===== src/rtl/uart_rdy_pkg.sv =====
package uart_rdy_pkg;

   typedef enum logic {
      XFER_SINGLE = 1'b0,
      XFER_BLOCK  = 1'b1
   } xfer_mode_e;

   // Control word bit positions decoded by the FIFO neighbours
   localparam int unsigned CTL_EN_BIT    = 0;
   localparam int unsigned CTL_RXCLR_BIT = 1;
   localparam int unsigned CTL_TXCLR_BIT = 2;
   localparam int unsigned CTL_BLK_BIT   = 3;
   localparam int unsigned CTL_TRIG_LSB  = 6;
   localparam int unsigned CTL_TRIG_W    = 2;

   typedef struct packed {
      logic [CTL_TRIG_W-1:0] trig;
      logic                  blk;
      logic                  en;
   } ctl_state_t;

   function automatic xfer_mode_e mode_of(input ctl_state_t s);
      return (s.en && s.blk) ? XFER_BLOCK : XFER_SINGLE;
   endfunction

endpackage


===== src/rtl/uart_rdy_ctl.sv =====
module uart_rdy_ctl
   import uart_rdy_pkg::*;
#(
   parameter int unsigned DW = 8
) (
   input  logic          clk,
   input  logic          rst_n,
   input  logic          wr,
   input  logic [DW-1:0] wdata,
   output ctl_state_t    state,
   output logic          rx_clr,
   output logic          tx_clr
);

   localparam int unsigned TOP_BIT = CTL_TRIG_LSB + CTL_TRIG_W - 1;

   generate
      if (DW <= TOP_BIT) begin : g_bad_dw
         $error("uart_rdy_ctl: DW too narrow for control fields");
      end
   endgenerate

   ctl_state_t state_q, state_d;
   logic       rx_clr_q, tx_clr_q;
   logic       accept;

   assign accept = wr && wdata[CTL_EN_BIT];

   always_comb begin
      state_d = state_q;
      if (wr) begin
         state_d.en = wdata[CTL_EN_BIT];
      end
      if (accept) begin
         state_d.blk  = wdata[CTL_BLK_BIT];
         state_d.trig = wdata[CTL_TRIG_LSB +: CTL_TRIG_W];
      end
   end

   always_ff @(posedge clk or negedge rst_n) begin
      if (!rst_n) begin
         state_q  <= '0;
         rx_clr_q <= 1'b0;
         tx_clr_q <= 1'b0;
      end else begin
         state_q  <= state_d;
         rx_clr_q <= accept && wdata[CTL_RXCLR_BIT];
         tx_clr_q <= accept && wdata[CTL_TXCLR_BIT];
      end
   end

   assign state  = state_q;
   assign rx_clr = rx_clr_q;
   assign tx_clr = tx_clr_q;

   // a write with the enable bit low keeps mode and trigger fields
   assert_gated_write_R8: assert property (@(posedge clk) disable iff (!rst_n)
      (wr && !wdata[CTL_EN_BIT]) |=> ($stable(state_q.blk) && $stable(state_q.trig)));

   // flush commands last one cycle
   assert_clr_pulse_R9: assert property (@(posedge clk) disable iff (!rst_n)
      (rx_clr_q && !wr) |=> !rx_clr_q);

endmodule


===== src/rtl/uart_rdy_tx.sv =====
module uart_rdy_tx
   import uart_rdy_pkg::*;
#(
   parameter int unsigned DEPTH = 16,
   parameter int unsigned CW    = $clog2(DEPTH + 1)
) (
   input  logic          clk,
   input  logic          rst_n,
   input  xfer_mode_e    mode,
   input  logic [CW-1:0] level,
   output logic          rdy_n
);

   localparam bit POW2 = (DEPTH & (DEPTH - 1)) == 0;

   logic full;
   logic empty;
   logic rdy_n_q;

   // Full detect: a power-of-two depth needs only the top bit
   generate
      if (POW2) begin : g_full_msb
         assign full = level[CW-1];
      end else begin : g_full_cmp
         assign full = (level == CW'(DEPTH));
      end
   endgenerate

   assign empty = (level == '0);

   always_ff @(posedge clk or negedge rst_n) begin
      if (!rst_n) begin
         rdy_n_q <= 1'b0;
      end else if (mode == XFER_BLOCK) begin
         rdy_n_q <= full;
      end else begin
         rdy_n_q <= !empty;
      end
   end

   assign rdy_n = rdy_n_q;

   // single mode, data present drops readiness
   assert_single_busy_R3: assert property (@(posedge clk) disable iff (!rst_n)
      (mode == XFER_SINGLE && level != '0) |=> rdy_n);

   // block mode, a free slot keeps readiness
   assert_block_free_R5: assert property (@(posedge clk) disable iff (!rst_n)
      (mode == XFER_BLOCK && level < CW'(DEPTH)) |=> !rdy_n);

   assert_block_full_R5: assert property (@(posedge clk) disable iff (!rst_n)
      (mode == XFER_BLOCK && level == CW'(DEPTH)) |=> rdy_n);

endmodule


===== src/rtl/uart_rdy_rx.sv =====
module uart_rdy_rx
   import uart_rdy_pkg::*;
#(
   parameter int unsigned CW = 5
) (
   input  logic          clk,
   input  logic          rst_n,
   input  xfer_mode_e    mode,
   input  logic          clr,
   input  logic [CW-1:0] level,
   input  logic          trig_hit,
   input  logic          tmo,
   output logic          rdy_n
);

   xfer_mode_e mode_prev_q;
   logic       arm_q, arm_d;
   logic       rdy_n_q, rdy_n_d;
   logic       empty;
   logic       mode_chg;

   assign empty    = (level == '0);
   assign mode_chg = (mode != mode_prev_q);

   always_comb begin
      arm_d = arm_q;
      if (mode != XFER_BLOCK || mode_chg || clr || empty) begin
         arm_d = 1'b0;
      end else if (trig_hit || tmo) begin
         arm_d = 1'b1;
      end
      rdy_n_d = (mode == XFER_BLOCK) ? !arm_d : empty;
   end

   always_ff @(posedge clk or negedge rst_n) begin
      if (!rst_n) begin
         mode_prev_q <= XFER_SINGLE;
         arm_q       <= 1'b0;
         rdy_n_q     <= 1'b1;
      end else begin
         mode_prev_q <= mode;
         arm_q       <= arm_d;
         rdy_n_q     <= rdy_n_d;
      end
   end

   assign rdy_n = rdy_n_q;

   // single mode follows occupancy only
   assert_single_data_R4: assert property (@(posedge clk) disable iff (!rst_n)
      (mode == XFER_SINGLE && level != '0) |=> !rdy_n);

   // block mode releases on an empty FIFO
   assert_block_release_R6: assert property (@(posedge clk) disable iff (!rst_n)
      (mode == XFER_BLOCK && empty) |=> rdy_n);

   // once asserted it holds while data remains and nothing clears it
   assert_block_hold_R6: assert property (@(posedge clk) disable iff (!rst_n)
      (mode == XFER_BLOCK && mode_prev_q == XFER_BLOCK && !clr && !rdy_n && !empty)
      |=> !rdy_n);

   // no arming from a timeout on an empty FIFO
   assert_no_empty_arm_R7: assert property (@(posedge clk) disable iff (!rst_n)
      (mode == XFER_BLOCK && rdy_n && empty) |=> rdy_n);

   // a flush releases the line
   assert_flush_release_R10: assert property (@(posedge clk) disable iff (!rst_n)
      (mode == XFER_BLOCK && clr) |=> rdy_n);

endmodule


===== src/rtl/uart_dma_ready_gen.sv =====
module uart_dma_ready_gen
   import uart_rdy_pkg::*;
#(
   parameter int unsigned DEPTH = 16,
   parameter int unsigned DW    = 8,
   parameter int unsigned CW    = $clog2(DEPTH + 1)
) (
   input  logic          clk,
   input  logic          rst_n,
   input  logic          ctl_wr,
   input  logic [DW-1:0] ctl_wdata,
   input  logic [CW-1:0] tx_level,
   input  logic [CW-1:0] rx_level,
   input  logic          rx_trig_hit,
   input  logic          rx_timeout,
   output logic          tx_rdy_n,
   output logic          rx_rdy_n,
   output logic          fifo_on,
   output logic          dma_sel,
   output logic [1:0]    trig_sel,
   output logic          rx_flush,
   output logic          tx_flush
);

   generate
      if (DEPTH < 2) begin : g_bad_depth
         $error("uart_dma_ready_gen: DEPTH must be at least 2");
      end
      if (CW < $clog2(DEPTH + 1)) begin : g_bad_cw
         $error("uart_dma_ready_gen: CW cannot hold DEPTH");
      end
   endgenerate

   ctl_state_t ctl;
   xfer_mode_e mode;
   logic       rx_clr, tx_clr;

   uart_rdy_ctl #(.DW(DW)) u_ctl (
      .clk    (clk),
      .rst_n  (rst_n),
      .wr     (ctl_wr),
      .wdata  (ctl_wdata),
      .state  (ctl),
      .rx_clr (rx_clr),
      .tx_clr (tx_clr)
   );

   assign mode = mode_of(ctl);

   uart_rdy_tx #(.DEPTH(DEPTH), .CW(CW)) u_tx (
      .clk   (clk),
      .rst_n (rst_n),
      .mode  (mode),
      .level (tx_level),
      .rdy_n (tx_rdy_n)
   );

   uart_rdy_rx #(.CW(CW)) u_rx (
      .clk      (clk),
      .rst_n    (rst_n),
      .mode     (mode),
      .clr      (rx_clr),
      .level    (rx_level),
      .trig_hit (rx_trig_hit),
      .tmo      (rx_timeout),
      .rdy_n    (rx_rdy_n)
   );

   assign fifo_on  = ctl.en;
   assign dma_sel  = ctl.blk;
   assign trig_sel = ctl.trig;
   assign rx_flush = rx_clr;
   assign tx_flush = tx_clr;

   // with the FIFO disabled a busy transmitter reads as not ready
   assert_mode_gate_R2: assert property (@(posedge clk) disable iff (!rst_n)
      (!fifo_on && tx_level != '0) |=> tx_rdy_n);

endmodule


===== config.mk =====
export PLATFORM = sky130hd
export DESIGN_NAME = uart_dma_ready_gen
export DESIGN_NICKNAME = d
export VERILOG_FILES = /design/src/rtl/uart_rdy_pkg.sv /design/src/rtl/uart_rdy_ctl.sv /design/src/rtl/uart_rdy_tx.sv /design/src/rtl/uart_rdy_rx.sv /design/src/rtl/uart_dma_ready_gen.sv
export SDC_FILE = /design/constraint.sdc
export NUM_CORES = 1
export LEC_CHECK = 0
export CAP_MARGIN = 20
export CELL_PAD_IN_SITES_DETAIL_PLACEMENT = 0
export CELL_PAD_IN_SITES_GLOBAL_PLACEMENT = 1
export CORE_MARGIN = 4
export CORE_UTILIZATION = 20
export DETAILED_ROUTE_END_ITERATION = 6
export PLACE_DENSITY_LB_ADDON = 0.1
export SYNTH_ARGS = -nofsm -noshare
export SYNTH_HDL_FRONTEND = slang
export SYNTH_HIERARCHICAL = 1
export SYNTH_SLANG_ARGS = --single-unit

===== constraint.sdc =====
create_clock -name clk -period 0.8 [get_ports clk]
set_input_delay 0.24 -clock clk [delete_from_list [all_inputs] [get_ports clk]]
set_output_delay 0.24 -clock clk [all_outputs]
set_load 0.005 [all_outputs]

==> results of run 1 <==
-- flip-flops by register name, summed over array words and instances, names as in the netlist --
register	cells
u_ctl/tx_clr	1
u_tx/rdy_n	1
u_rx/arm_q	1
u_ctl/rx_clr	1
u_rx/mode_prev_q	1
u_ctl/state	4
u_rx/rdy_n	1
-- path summary, 6_finish.rpt --
path,from,to,slack (ns),cells past startpoint
setup / recovery,u_rx/rdy_n,rx_rdy_n,-0.31,1
hold reg to reg,u_rx/mode_prev_q,u_rx/arm_q,0.57,2
setup reg to reg,u_ctl/state[1],u_rx/arm_q,-0.11,3
max in group asynchronous,rst_n,u_ctl/tx_clr,0.38,2
min in group asynchronous,rst_n,u_tx/rdy_n,0.31,2
hold / removal,rx_level[4],u_rx/rdy_n,0.24,3
-- synthesized netlist by cell type --
| cell | count |
|---|---|
| nand2b_1 | 1 |
| and2_1 | 1 |
| o21ai_0 | 2 |
| o21bai_1 | 1 |
| dfstp_2 | 1 |
| inv_1 | 1 |
| nand2_2 | 1 |
| nor2_1 | 1 |
| o21ai_1 | 1 |
| dfrtp_1 | 9 |
| or4_4 | 1 |
| and3_2 | 2 |
| mux2_4 | 3 |
| nor4b_1 | 1 |
| nor3_1 | 1 |
| nor4_1 | 1 |
-- final cells by class --
type                    count  area [µm²]
clock buffers               4        26.3
flip-flops and latches     10         251
well taps                  25        31.3
multi-input cells          17         190
repair buffers             38         318
inverters                   1        3.75
fillers                   171         962
-- metal layers --
metal | vias up | part of all wire (%) | track usage, %
met5 | - | 0 | 0
met4 | 0 | 0 | 5.11
met3 | 0 | 12 | 4.27
met2 | 17 | 46 | 11.1
met1 | 170 | 41 | 9.52
li1 | 185 | - | -
-- timing repair --
action	in CTS	in global routing
hold endpoints to repair	0	0
pin swaps	9	1
buffers inserted	3	1
hold buffers	0	0
setup endpoints to repair	17	16
gates resized for setup	62	4
-- metrics by stage --
step | utilization (%) | power (µW)
after floorplan | - | 660
final | 46.0 | 1280
after CTS | 45.5 | 1300
after global placement | 42.8 | 916
after global routing | 46.0 | 1350
after detailed placement | 42.8 | 918
-- logic make-up (layout without fill, tap and decap cells) --
group / after synthesis / after routing / synth area share, %
flops: 10 / 10 / 64.2
simple gates: 10 / 10 / 17.6
compound gates: 4 / 4 / 5.75
mux: 3 / 3 / 11.5
buf+inv: 1 / 43 / 0.958
-- worst min-delay path, cell delays in order --
cell     delay [ns]
buf_6          0.06
or4_4          0.12
o21ai_1        0.07
-- report_power, final --
| group | switching (µW) | internal [µW] | total, µW |
|---|---|---|---|
| clock network | 169 | 193 | 361 |
| registers | 25.5 | 557 | 582 |
| logic | 102 | 232 | 334 |
| total | 297 | 981 | 1280 |
==> results.toml, run 1 <==
[critical_path]
crit_family = "flip-flops"
crit_chain = "buf_2"
required_ns = 0.56
crit_slowest_cell = "dfstp_2"
critical_path_buf_inv_count = 1
cp_slowest_stage_delay_ns = 0.51
cp.arrival_ns = 0.87
critPathKind = "reg -> out"
start_kind = "flip-flop"
end_kind = "primary output"
path_max_fanout = 1

[placement]
place_area_um2 = 763
dpl_worst_slack_ns = -0.670
place_inst = 89
dpl.hpwl_um = 799
place.gp.congestion = 0.575
portBuffers = 28

[synth]
synth-seq-cells = 10
syn-num-nets = 51
synth_area_per_cell_um2 = 14.0
synth.distinct_cells = 16
ys_seq_area_share_pct = 64.2
synth_warnings = 6
synth_area_leader_cell = "dfrtp_1"
synth_area_leaders = "dfrtp_1 58%, mux2_4 12%, dfstp_2 6.7%"
synthCells = 28
synth_top_area_share_pct = 57.5
syn-cell-area_um2 = 392

[outcome]
failed_checks = "negative setup slack"
status = "finished with violations"

[timing]
fin_crit_ns = 1.11
hold_viol = 0
timing.final.ws_setup_ns = -0.314
final_max_slew_viol_count = 0
rsz0062_at_grt = "yes"
tightest_slew_ns = 0.214
fin_worst_skew_ns = 0.00270
setup_viol = 15
tns_ns = -2.23
max_freq_mhz = 898
fin_crit_sh_pct = 139
relSlewSlack_pct = 85.6
hold_ws_ns = 0.237

[layout]
design_area_um2 = 821
n_antenna_cell = 0
drive_above_1_share_pct = 55.7
syn2layout_area_growth_pct = 110
layout_common_cells = "10 x clkdlybuf4s50_1, 10 x buf_2, 9 x dfrtp_1"
fin_cells = 95
nets = 94

[global_route]
antenna_found_initial = 0
track_usage_pct = 8.01
grt_max_degree = 7
grt_pass1_vias = 351
grt-ovfl-total = 0
grt_pass1_wl_mm = 1.51

[clock_network]
h-tree-depth = 1
numCtsBuffers = 3
cts_root_buf = "clkbuf_4"
cts_buffer_depth = 2
cts_tree = "yes"
cts_sinks = 10
clk_latency_ns = 0.26
clkTransAtPathRegs_ns = 0.07

[die]
start_util_pct = 22.0
floorplan.core_area_um2 = 1780
die_h_um = 52.3
dieArea_um2 = 2730
io_pins = 31
fp-row-count = 15
die_x_um = 52.3

[detailed_routing]
wl_per_cell_um = 10.7
drc = 0
drt_iter0_drc = 5
routed_wl_mm = 1.02
firstDrtPassIters = 2
drtAntennaViolNets = 0
vias_per_cell = 3.92
num_vias = 372

[worst_hold_path]
hp-class = "in -> reg"

[pwr]
p_leak_uw = 0.000394
power.density_nw_per_um2 = 1560
irDropWorstVdd_uv = 732

[run]
cap_violations = 0
Power figures use the tool's default switching activity.
==> run 2: changes to the inputs <==
SETUP_SLACK_MARGIN = 0.2   (was not set)
==> run 2 against run 1 <==
Compared with the run above: the flow still finishes with violations (negative setup slack); clock power is 2% lower; worst setup slack better by 0.013 ns; register-to-register slack is essentially flat; global-route usage grew 0.19 points; routed wire length up 1.9%; core utilization increased by 0.63 points; non-clock buffer count is the same; die area unchanged; sequential share of layout area down 0.41 points; first-iteration DRC count decreased by 100%; sequential power is essentially flat.
==> results.toml, run 2 (synthesis results as in run 1) <==
[critical_path]
crit_chain = "buf_2"
path_max_fanout = 1
cp_slowest_stage_delay_ns = 0.51
cp.arrival_ns = 0.86
required_ns = 0.56
crit_slowest_cell = "dfstp_2"
crit_family = "flip-flops"
start_kind = "flip-flop"
critPathKind = "reg -> out"
end_kind = "primary output"
critical_path_buf_inv_count = 1

[die]
floorplan.core_area_um2 = 1780
dieArea_um2 = 2730
die_h_um = 52.3
start_util_pct = 22.0
die_x_um = 52.3
fp-row-count = 15
io_pins = 31

[clock_network]
clk_latency_ns = 0.26
h-tree-depth = 1
numCtsBuffers = 3
cts_root_buf = "clkbuf_4"
cts_buffer_depth = 2
cts_sinks = 10
clkTransAtPathRegs_ns = 0.06
hold_buffers = 0
cts_tree = "yes"

[global_route]
grt_pass1_wl_mm = 1.56
grt_pass1_vias = 357
antenna_found_initial = 0
grt-ovfl-total = 0
grt_max_degree = 7
track_usage_pct = 8.20

[layout]
nets = 94
largest_reg_flops = 4
design_area_um2 = 832
drive_above_1_share_pct = 57.1
fin_util_pct = 46.7
n_antenna_cell = 0
syn2layout_area_growth_pct = 112
layout_common_cells = "10 x buf_2, 9 x clkdlybuf4s50_1, 9 x dfrtp_1"
final_common_cell = "buf_2"
nFillCells = 168

[detailed_routing]
wl_per_cell_um = 10.9
drt_iter0_drc = 0
drc = 0
firstDrtPassIters = 1
routed_wl_mm = 1.04
vias_per_cell = 3.91
num_vias = 371
drtAntennaViolNets = 0

[run]
cap_violations = 0

[outcome]
failed_checks = "negative setup slack"
status = "finished with violations"

[timing]
timing.final.ws_setup_ns = -0.302
fin_crit_sh_pct = 138
fin_crit_ns = 1.10
hold_viol = 0
relSlewSlack_pct = 85.1
rsz0062_at_grt = "yes"
fin_worst_skew_ns = 0.00989
tns_ns = -2.27
setup_viol = 16
tightest_slew_ns = 0.222
final_max_slew_viol_count = 0
max_freq_mhz = 908

[placement]
place.gp.congestion = 0.572
portBuffers = 28
place_area_um2 = 771
dpl.hpwl_um = 831

[pwr]
irDropWorstVdd_uv = 863
power.density_nw_per_um2 = 1530
p_leak_uw = 0.000396

[worst_hold_path]
hp-class = "in -> reg"
[run 2: repair_timing]
action | in CTS | in global routing
resized for setup | 69 | 1
endpoints found under the setup margin | 18 | 16
pin swaps | 7 | 3
buffers inserted | 2 | 0
[run 2: metal layers]
layer | part of all wire, % | GRT usage, % | up-vias
li1 | - | - | 184
met2 | 48 | 13.4 | 19
met1 | 39 | 9.04 | 168
met3 | 12 | 5.41 | 0
met4 | 0 | 1.28 | 0
met5 | 0 | 0 | -
[run 2: power by group]
part	internal [µW]	switching [µW]	leakage [µW]	total [µW]
Combinational	235	107	0.000259	342
Clock	192	160	0.0000150	352
Sequential	557	25.7	0.000121	583
[run 2: layout make-up]
type | count | area (µm²) | area share, %
Clock buffer | 4 | 26.3 | 3.16
Sequential cell | 10 | 251 | 30.2
Timing Repair Buffer | 38 | 320 | 38.5
Inverter | 1 | 3.75 | 0.451
Multi-Input combinational cell | 17 | 199 | 23.9
Tap cell | 25 | 31.3 | 3.76
[run 2: path summary, 6_finish.rpt]
check / cells past startpoint / start / slack (ns) / end
max in group asynchronous: 2 / rst_n / 0.37 / u_rx/arm_q
setup reg to reg: 3 / u_ctl/state[1] / -0.11 / u_rx/arm_q
hold / removal: 3 / rx_level[4] / 0.26 / u_rx/rdy_n
min in group asynchronous: 2 / rst_n / 0.31 / u_ctl/state[3]
hold reg to reg: 2 / u_rx/mode_prev_q / 0.57 / u_rx/arm_q
setup / recovery: 1 / u_rx/rdy_n / -0.30 / rx_rdy_n
[run 2: stage by stage]
| stage | std cells | hold slack [ns] | worst slack [ns] | total power [µW] |
|---|---|---|---|---|
| after floorplan | 28 | -0.0556 | -0.222 | 667 |
| after global placement | 89 | 0.522 | -0.650 | 925 |
| after detailed placement | 89 | 0.521 | -0.660 | 929 |
| after CTS | 95 | 0.249 | -0.318 | 1300 |
| after global routing | 95 | 0.251 | -0.343 | 1370 |
| final | 95 | 0.260 | -0.302 | 1280 |
==> run 3: changes to the inputs <==
REMOVE_ABC_BUFFERS = 1   (was not set)
SLEW_MARGIN = 20   (was not set)
clock period = 1 ns   (was 0.8 ns; I/O delays follow)
==> run 3 against run 2 <==
Compared with the run above: critical path type unchanged; sequential share of layout area is 0.32 points higher; hold slack better by 0.047 ns; core utilization is 0.49 points lower; critical endpoint unchanged; sequential power is 21% lower; final cell count stayed put; register-to-register slack better by 0.11 ns; first-iteration DRC count is 1 higher; global-route usage is 0.18 points higher; critical path depth stayed put; the run still ends with negative setup slack left; flip-flop and latch count stayed put; routed wire length is 0.19% higher; final area is 1.1% lower.
==> results.toml, run 3 (synthesis results as in run 1) <==
[clock_network]
numCtsBuffers = 3
cts_root_buf = "clkbuf_4"
cts_buffer_depth = 2
hold_buffers = 0
h-tree-depth = 1
cts_sinks = 10
clkTransAtPathRegs_ns = 0.07
cts_tree = "yes"
clk_latency_ns = 0.26

[timing]
timing.final.ws_setup_ns = -0.173
tightest_slew_ns = 0.222
tns_ns = -0.586
hold_viol = 0
max_freq_mhz = 852
fin_crit_ns = 1.17
final_max_slew_viol_count = 0
rsz0062_at_grt = "yes"
relSlewSlack_pct = 85.1
fin_worst_skew_ns = 0.00528
fin_crit_sh_pct = 117
setup_viol = 9

[layout]
layout_common_cells = "12 x clkdlybuf4s50_1, 10 x buf_2, 9 x dfrtp_1"
n_antenna_cell = 0
nFillCells = 177
final_common_cell = "clkdlybuf4s50_1"
design_area_um2 = 823
nets = 94
syn2layout_area_growth_pct = 110
largest_reg_flops = 4
drive_above_1_share_pct = 54.3

[die]
start_util_pct = 22.0
floorplan.core_area_um2 = 1780
dieArea_um2 = 2730
fp-row-count = 15
io_pins = 31
die_x_um = 52.3
die_h_um = 52.3

[critical_path]
critPathKind = "reg -> out"
crit_family = "flip-flops"
end_kind = "primary output"
ff2ff_setup_slack_ns = 0
path_max_fanout = 1
crit_chain = "buf_2"
required_ns = 0.70
cp.arrival_ns = 0.87
critical_path_buf_inv_count = 1
cp_slowest_stage_delay_ns = 0.51
start_kind = "flip-flop"
crit_slowest_cell = "dfstp_2"

[detailed_routing]
drtAntennaViolNets = 0
wl_per_cell_um = 10.9
drt_iter0_drc = 1
vias_per_cell = 3.94
drc = 0
routed_wl_mm = 1.04
firstDrtPassIters = 2
num_vias = 374

[pwr]
fin_total_pwr_uw = 1090
clkPwrFrac_pct = 32.3
internal_power_uw = 855
p_seq_share_pct = 42.5
power.density_nw_per_um2 = 1320
irDropWorstVdd_uv = 603
p_sw_uw = 235
switching_share_pct = 21.5
p_leak_uw = 0.000394
combPwrFrac_pct = 25.1

[placement]
portBuffers = 28
dpl.hpwl_um = 809
place_area_um2 = 763
place.gp.congestion = 0.564

[global_route]
track_usage_pct = 8.38
grt_pass1_wl_mm = 1.58
grt_max_degree = 7
grt-ovfl-total = 0
grt_pass1_vias = 365
antenna_found_initial = 0

[worst_hold_path]
hp-class = "in -> reg"

[outcome]
status = "finished with violations"
failed_checks = "negative setup slack"

[run]
cap_violations = 0
==> run 3: changes by cell type in the layout (fill, tap and decap cells not counted), sizes merged <==
cell,previous run,this run
clkdlybuf4s15,3,1
buf,21,20
clkdlybuf4s50,9,12
==> run 3: power groups by stage <==
stage               Combinational (µW)  Clock (µW)  Sequential [µW]
finish                             274         352              463
global route                       298         385              469
CTS                                272         371              463
detailed placement                 265           0              470
global placement                   265           0              469
floorplan                         55.8           0              472
==> run 3: stage by stage <==
stage,util [%],instances,hold slack [ns],setup slack (ns)
floorplan,-,28,0.00441,-0.0820
global placement,42.8,89,0.522,-0.509
detailed placement,42.8,89,0.520,-0.523
CTS,45.6,95,0.296,-0.190
global route,46.2,95,0.300,-0.209
finish,46.2,95,0.307,-0.173
==> run 3: what timing repair did <==
action	4_1_cts	5_1_grt
pin swaps	7	1
cloned	0	0
gates resized for setup	56	4
buffers inserted	2	0
setup endpoints to repair	18	16
==> run 3: final timing paths <==
check	start	to	depth (start not counted)
setup / recovery	u_rx/rdy_n	rx_rdy_n	1
hold / removal	rx_level[3]	u_rx/rdy_n	3
setup reg to reg	u_ctl/state[1]	u_rx/arm_q	4
hold reg to reg	u_rx/mode_prev_q	u_rx/arm_q	2
max in group asynchronous	rst_n	u_rx/mode_prev_q	2
min in group asynchronous	rst_n	u_ctl/state[1]	2
==> run 3: cell type report <==
cell class | instances | area [µm²] | area share, %
repair buffers | 38 | 318 | 38.6
flip-flops and latches | 10 | 251 | 30.5
multi-input cells | 17 | 183 | 22.2
clock buffers | 4 | 36.3 | 4.41
well taps | 25 | 31.3 | 3.80
inverters | 1 | 3.75 | 0.456
==> run 3: metal layers <==
metal | up-vias | routed length [µm] | track usage (%)
li1 | 184 | - | -
met1 | 169 | 378 | 8.51
met2 | 19 | 529 | 14.2
met3 | 2 | 121 | 5.13
met4 | 0 | 8 | 2.55
met5 | - | 0 | 0
